--- config.mk ---
export PLATFORM = sky130hd
export DESIGN_NAME = pio_bitbang
export DESIGN_NICKNAME = d
export VERILOG_FILES = /design/src/rtl/pio_pkg.sv /design/src/rtl/pio_admit.sv /design/src/rtl/pio_drive_stage.sv /design/src/rtl/pio_sample_stage.sv /design/src/rtl/pio_bitbang.sv
export SDC_FILE = /design/constraint.sdc
export NUM_CORES = 1
export LEC_CHECK = 0
export BUFFER_PORTS_ARGS = -buffer_cell sky130_fd_sc_hd__buf_4
export CAP_MARGIN = 25
export CORE_MARGIN = 8
export CORE_UTILIZATION = 40
export DETAILED_ROUTE_END_ITERATION = 8
export GPL_TIMING_DRIVEN = 0
export PLACE_DENSITY = 0.8
export SLEW_MARGIN = 20
export SYNTH_ARGS = -nofsm -noshare
export SYNTH_HDL_FRONTEND = slang
export SYNTH_SLANG_ARGS = --single-unit
--- constraint.sdc ---
create_clock -name clk -period 2.5 [get_ports clk]
set_input_delay 0 -clock clk [delete_from_list [all_inputs] [get_ports clk]]
set_output_delay 0 -clock clk [all_outputs]
set_load 0.05 [all_outputs]
--- src/rtl/pio_pkg.sv ---
package pio_pkg;

    typedef enum logic {
        MODE_FREE     = 1'b0,
        MODE_LOCKSTEP = 1'b1
    } pio_mode_e;

    function automatic pio_mode_e to_mode(input logic sel);
        return sel ? MODE_LOCKSTEP : MODE_FREE;
    endfunction

endpackage

--- src/rtl/pio_admit.sv ---
module pio_admit (
    input  logic               tick,
    input  pio_pkg::pio_mode_e mode,
    input  logic               slot_free,
    input  logic               wr_valid,
    output logic               wr_ready,
    output logic               accept
);
    import pio_pkg::*;

    logic room_ok;

    always_comb begin
        // Lockstep mode needs a free return slot for the paired sample.
        room_ok  = (mode == MODE_FREE) || slot_free;
        wr_ready = tick && room_ok;
        accept   = wr_ready && wr_valid;
    end

endmodule

--- src/rtl/pio_drive_stage.sv ---
module pio_drive_stage #(
    parameter int W = 8
) (
    input  logic         clk,
    input  logic         rst_n,
    input  logic         tick,
    input  logic         accept,
    input  logic [W-1:0] data,
    input  logic [W-1:0] mask,
    output logic [W-1:0] pin_out,
    output logic [W-1:0] pin_oe,
    output logic         wr_n
);

    typedef struct packed {
        logic [W-1:0] level;
        logic         strobe_n;
    } drive_t;

    drive_t st_d, st_q;

    always_comb begin
        st_d = st_q;
        if (accept) begin
            st_d.level    = data;
            st_d.strobe_n = 1'b0;
        end else if (tick) begin
            st_d.strobe_n = 1'b1;
        end
    end

    always_ff @(posedge clk or negedge rst_n) begin
        if (!rst_n) begin
            st_q <= '{level: '0, strobe_n: 1'b1};
        end else begin
            st_q <= st_d;
        end
    end

    for (genvar i = 0; i < W; i++) begin : g_line
        assign pin_oe[i]  = mask[i];
        assign pin_out[i] = mask[i] ? st_q.level[i] : 1'b0;
    end

    assign wr_n = st_q.strobe_n;

endmodule

--- src/rtl/pio_sample_stage.sv ---
module pio_sample_stage #(
    parameter int W = 8
) (
    input  logic               clk,
    input  logic               rst_n,
    input  logic               tick,
    input  pio_pkg::pio_mode_e mode,
    input  logic               accept,
    input  logic [W-1:0]       pin_in,
    input  logic               rd_ready,
    output logic               rd_valid,
    output logic [W-1:0]       rd_data,
    output logic               rd_n,
    output logic               slot_free
);
    import pio_pkg::*;

    typedef struct packed {
        logic [W-1:0] sample;
        logic         full;
        logic         strobe_n;
    } samp_t;

    samp_t st_d, st_q;
    logic  capture;

    always_comb begin
        if (mode == MODE_LOCKSTEP) begin
            capture = accept;
        end else begin
            capture = tick && !st_q.full;
        end

        st_d = st_q;
        if (st_q.full && rd_ready) begin
            st_d.full = 1'b0;
        end
        if (capture) begin
            st_d.sample   = pin_in;
            st_d.full     = 1'b1;
            st_d.strobe_n = 1'b0;
        end else if (tick) begin
            st_d.strobe_n = 1'b1;
        end
    end

    always_ff @(posedge clk or negedge rst_n) begin
        if (!rst_n) begin
            st_q <= '{sample: '0, full: 1'b0, strobe_n: 1'b1};
        end else begin
            st_q <= st_d;
        end
    end

    assign rd_valid  = st_q.full;
    assign rd_data   = st_q.sample;
    assign rd_n      = st_q.strobe_n;
    assign slot_free = !st_q.full;

endmodule

--- src/rtl/pio_bitbang.sv ---
module pio_bitbang #(
    parameter int W = 8
) (
    input  logic         clk,
    input  logic         rst_n,
    input  logic         sync_mode,
    input  logic         pace_tick,
    input  logic [W-1:0] dir_mask,
    input  logic         wr_valid,
    input  logic [W-1:0] wr_data,
    output logic         wr_ready,
    output logic         rd_valid,
    output logic [W-1:0] rd_data,
    input  logic         rd_ready,
    input  logic [W-1:0] pin_in,
    output logic [W-1:0] pin_out,
    output logic [W-1:0] pin_oe,
    output logic         wr_n,
    output logic         rd_n
);
    import pio_pkg::*;

    pio_mode_e mode;
    logic      accept;
    logic      slot_free;

    assign mode = to_mode(sync_mode);

    pio_admit u_admit (
        .tick      (pace_tick),
        .mode      (mode),
        .slot_free (slot_free),
        .wr_valid  (wr_valid),
        .wr_ready  (wr_ready),
        .accept    (accept)
    );

    pio_drive_stage #(.W(W)) u_drive (
        .clk     (clk),
        .rst_n   (rst_n),
        .tick    (pace_tick),
        .accept  (accept),
        .data    (wr_data),
        .mask    (dir_mask),
        .pin_out (pin_out),
        .pin_oe  (pin_oe),
        .wr_n    (wr_n)
    );

    pio_sample_stage #(.W(W)) u_sample (
        .clk       (clk),
        .rst_n     (rst_n),
        .tick      (pace_tick),
        .mode      (mode),
        .accept    (accept),
        .pin_in    (pin_in),
        .rd_ready  (rd_ready),
        .rd_valid  (rd_valid),
        .rd_data   (rd_data),
        .rd_n      (rd_n),
        .slot_free (slot_free)
    );

endmodule

# Yosys cells after proc, flatten, opt, wreduce, memory -nomap -nowiden
# Cells that the tools add are included.
# totals
ff_bits	19
in_bits	30
output_inout_bits	28
elab_cells	30
# op_classes
n_mux	15
n_bitwise	1
reduce_logical	9
# op_table
operator	count
$mux 1	15
$reduce_bool 2->1	3
$logic_and 1x1->1	4
$logic_not 1->1	1
$logic_or 1x1->1	1
$not 1->1	1

# Depth between registers and ports, before layout
# depth
depth_word	7
depth_mapped	3
mapped_depth_nobuf	3

# By module
# From an unflattened synthesis, not the netlist that was laid out.
# hier_totals
hier_cells	63
area_unflattened_um2	890.9
# by_module_without_submodules
mod	n_inst	cells_each	area_each_um2	seq_area_each_um2
pio_drive_stage	1	35	478.0	226.5
pio_sample_stage	1	25	394.1	251.5
pio_admit	1	3	18.8	0.0

# Worst setup path before layout
# OpenSTA, ideal clock, no wires.
# synth_path
path_type	reg2reg
start	register u_sample.st_q, in the netlist u_sample.rd_valid
end	register u_drive.st_q[1] (netlist bit)
setup_ns	0.128
t_arrival_ns	1.771
required_time_ns	2.372
path_slack_ns	0.602
path_stages_with_launch	4
path_buffers	0
period_less_slack_ns	1.898
path_cell_list	dfrtp_1 > a21boi_2 > nand2_2 > mux2_1
# synth_between
elab_chain_len	4
# synth_rtl
item	line	source
start: declaration	pio_sample_stage.sv:24	samp_t st_d, st_q;
start signal: assignment	pio_sample_stage.sv:49	st_q <= '{sample: '0, full: 1'b0, strobe_n: 1'b1};
start signal: assignment	pio_sample_stage.sv:51	st_q <= st_d;
$logic_not 1->1	pio_sample_stage.sv:58	assign slot_free = !st_q.full;
$logic_or 1x1->1	pio_admit.sv:15	room_ok = (mode == MODE_FREE) || slot_free;
$logic_and 1x1->1	pio_admit.sv:16	wr_ready = tick && room_ok;
named net wr_ready	pio_bitbang.sv:11	output logic wr_ready,
$logic_and 1x1->1	pio_admit.sv:17	accept = wr_ready && wr_valid;
end signal: assignment	pio_drive_stage.sv:34	st_q <= '{level: '0, strobe_n: 1'b1};
end signal: assignment	pio_drive_stage.sv:36	st_q <= st_d;
end: declaration	pio_drive_stage.sv:20	drive_t st_d, st_q;
# The timed path passes the listed nets, and every way through them passes these cells.
# A chain may end at the register's enable or synchronous reset.

# Worst setup path after layout
# layout_path
start	register u_sample.st_q, in the netlist u_sample.rd_valid
end	register u_sample.st_q, in the netlist u_sample.rd_data[5]
# layout_between
elab_chain_len	5
word_cells_on_any_way	6
classes_between	mux (1); reduce/logical (5)
# layout_rtl
item	line	source
$logic_not 1->1 (*)	pio_sample_stage.sv:31, pio_sample_stage.sv:58	
$logic_or 1x1->1	pio_admit.sv:15	
$logic_and 1x1->1	pio_admit.sv:16	
$logic_and 1x1->1	pio_admit.sv:17	
$mux 1 (*)	pio_sample_stage.sv:28	if (mode == MODE_LOCKSTEP) begin
# Mark *: on every way between the ends. The rest lies on a longest branch, timed or not.

==> results.json <==
{
  "vias": 746,
  "cp_slowest_cell": "dfrtp_1",
  "first_pass_iters": 2,
  "rsz0062_at_grt": "no",
  "cts_resized": 0,
  "io_pins": 58,
  "insertion_delay_ps": 290,
  "tns_ps": 0,
  "core_mm2": 0.00196,
  "path_cells": "nand2b_1 -> nor2_4 -> mux2_1",
  "grt.overflow.total": 0,
  "clockRootBuffer": "clkbuf_4",
  "layout_commonest_cell": "buf_4",
  "cts_tree": "done",
  "grt_max_degree": 20,
  "critPathKind": "flop to flop",
  "yosysWarnings": 0,
  "p_leak_nw": 0.743,
  "start_kind": "flop",
  "critPathBufInv": 0,
  "antenna_found_initial": 0,
  "diodes": 0,
  "max_stage_delay_ps": 430,
  "grt_pass1_wl_um": 3610,
  "hold_path_class": "input port to flop",
  "clk_path_buf_depth": 2,
  "path_clk_slew_ps": 100,
  "vias_per_cell": 4.44,
  "syn_area_um2": 837,
  "synth_nets": 91,
  "synth_area_leaders": "dfrtp_1 51%, mux2_1 22%, buf_4 7.2%",
  "grt_pass1_vias": 795,
  "report.final.slew_viol_count": 0,
  "clock_skew_ps": 4.20,
  "start_util": 0.427,
  "timing.final.crit_share": 0.542,
  "timing.rr.start": "u_sample.rd_valid",
  "clock-sinks": 19,
  "final.min_clock_period_ps": 1360,
  "yosysTopAreaCell": "dfrtp_1",
  "drive_gt1_frac": 0.525,
  "syn_to_final_growth_pct": 81.0,
  "die_h_um": 61.7,
  "syn_avg_cell_area_um2": 13.7,
  "drt_wl_total_um": 2410,
  "final_cell_mix": "65 x buf_4, 19 x dlygate4sd3_1, 17 x dfrtp_1, 16 x mux2_1, 8 x and2_1",
  "maxCapViolations": 0,
  "num-nets-final": 172,
  "ys_types": 14,
  "cp.arrival_ps": 1540,
  "crit_start": "u_sample.rd_valid",
  "wl_per_cell_um": 14.4,
  "outcome": "complete, no violations",
  "gp_congestion": 0.726,
  "path_delay_family": "simple AND/OR/NAND/NOR gates",
  "slew-limit-headroom": 0.819,
  "netlist.area_leader.share": 0.508,
  "setup_slack_ps": 1140,
  "total_power_mw": 1.04,
  "hold_viol": 0,
  "fillCellCount": 133,
  "fmax_ghz": 0.738,
  "synth_cells": 61,
  "dieArea_mm2": 0.00381,
  "place_ws_ps": 1150,
  "path_max_fanout": 9,
  "required_ps": 2680,
  "cts_made_buffers": 3,
  "drtIter0Drc": 13,
  "port_buffers": 57,
  "htreeDepth": 1,
  "setup-violations-final": 0,
  "cts_setup_buffers": 0,
  "ys_seq_elements": 19,
  "chipWidth_um": 61.7,
  "powerDensity_mw_per_mm2": 687,
  "worst_pin_slew_ps": 270,
  "grt_usage": 0.129,
  "drc": 0,
  "rows": 16,
  "holdCritStartpoint": "wr_valid",
  "ys_seq_area_frac": 0.571,
  "final_antenna_net_count": 0,
  "ir_worst_vdd_mv": 0.667,
  "endpoint_kind": "flop"
}
-- registers in the layout (all words and copies together), names as in the netlist --
name,flops
u_sample.rd_n,1
u_drive.wr_n,1
u_sample.rd_valid,1
u_drive.st_q,8
u_sample.rd_data,8
-- cell type report --
class / count / area (um^2) / area share
repair buffers: 76 / 618 / 0.408
flip-flops and latches: 19 / 478 / 0.315
multi-input cells: 33 / 295 / 0.195
plain buffers: 8 / 60.1 / 0.0396
well taps: 27 / 33.8 / 0.0223
clock buffers: 4 / 26.3 / 0.0173
inverters: 1 / 3.75 / 0.00248
-- timing repair --
item,CTS,global route
hold endpoints to repair,38,0
setup endpoints to repair,0,0
hold buffers,19,0
-- final timing paths --
| path | slack [ps] | endpoint | depth (start not counted) |
|---|---|---|---|
| worst min register to register | 490 | u_drive.st_q[3] | 1 |
| worst max register to register | 1140 | u_sample.rd_data[5] | 3 |
| min in group asynchronous | 120 | u_sample.rd_data[6] | 2 |
| worst max-delay path | 1140 | u_sample.rd_data[5] | 3 |
| worst min-delay path | 50 | u_sample.rd_valid | 3 |
| max in group asynchronous | 2120 | u_drive.wr_n | 2 |
-- metrics by stage --
stage               utilization  cells  hold WS (ps)  cell area (um^2)
floorplan                     -     61          -296               837
global placement          0.662    145          -117              1300
detailed placement        0.662    145          -117              1300
CTS                       0.772    168          46.4              1520
global route              0.772    168          48.1              1520
finish                    0.772    168          53.4              1520
-- where the power goes --
part / leakage (nW) / internal [mW] / switching (mW)
Sequential: 0.221 / 0.373 / 0.0309
Clock: 0.0150 / 0.0620 / 0.0869
Combinational: 0.507 / 0.182 / 0.306
-- cell usage after synthesis --
cell type  number
dfrtp_1        17
nor2_1          2
a21boi_2        1
and2_1          8
mux2_1         16
buf_4           8
inv_1           1
nor2_4          1
dfstp_2         2
nor2b_2         1
nand2b_1        1
o22ai_1         1
nand2_2         1
o21a_1          1
-- worst register-to-register path, stage by stage, from the launching register on --
cell and delay [ps]:
dfrtp_1 430, nand2b_1 210, nor2_4 250, mux2_1 350
-- per-layer routing --
layer,GRT usage,part of all wire,up-vias
met1,0.134,0.37,347
met5,0,0,-
li1,-,-,357
met2,0.220,0.49,42
met3,0.0597,0.14,0
met4,0.0487,0,0
-- logic make-up after synthesis --
group	after synthesis	share of synthesized area
AO/OA/AOI/OAI	3	0.0299
buffers and inverters	9	0.0762
flip-flops	19	0.571
multiplexers	16	0.215
AND/OR/NAND/NOR	14	0.108
No activity file was read; power rests on OpenSTA's default activity.
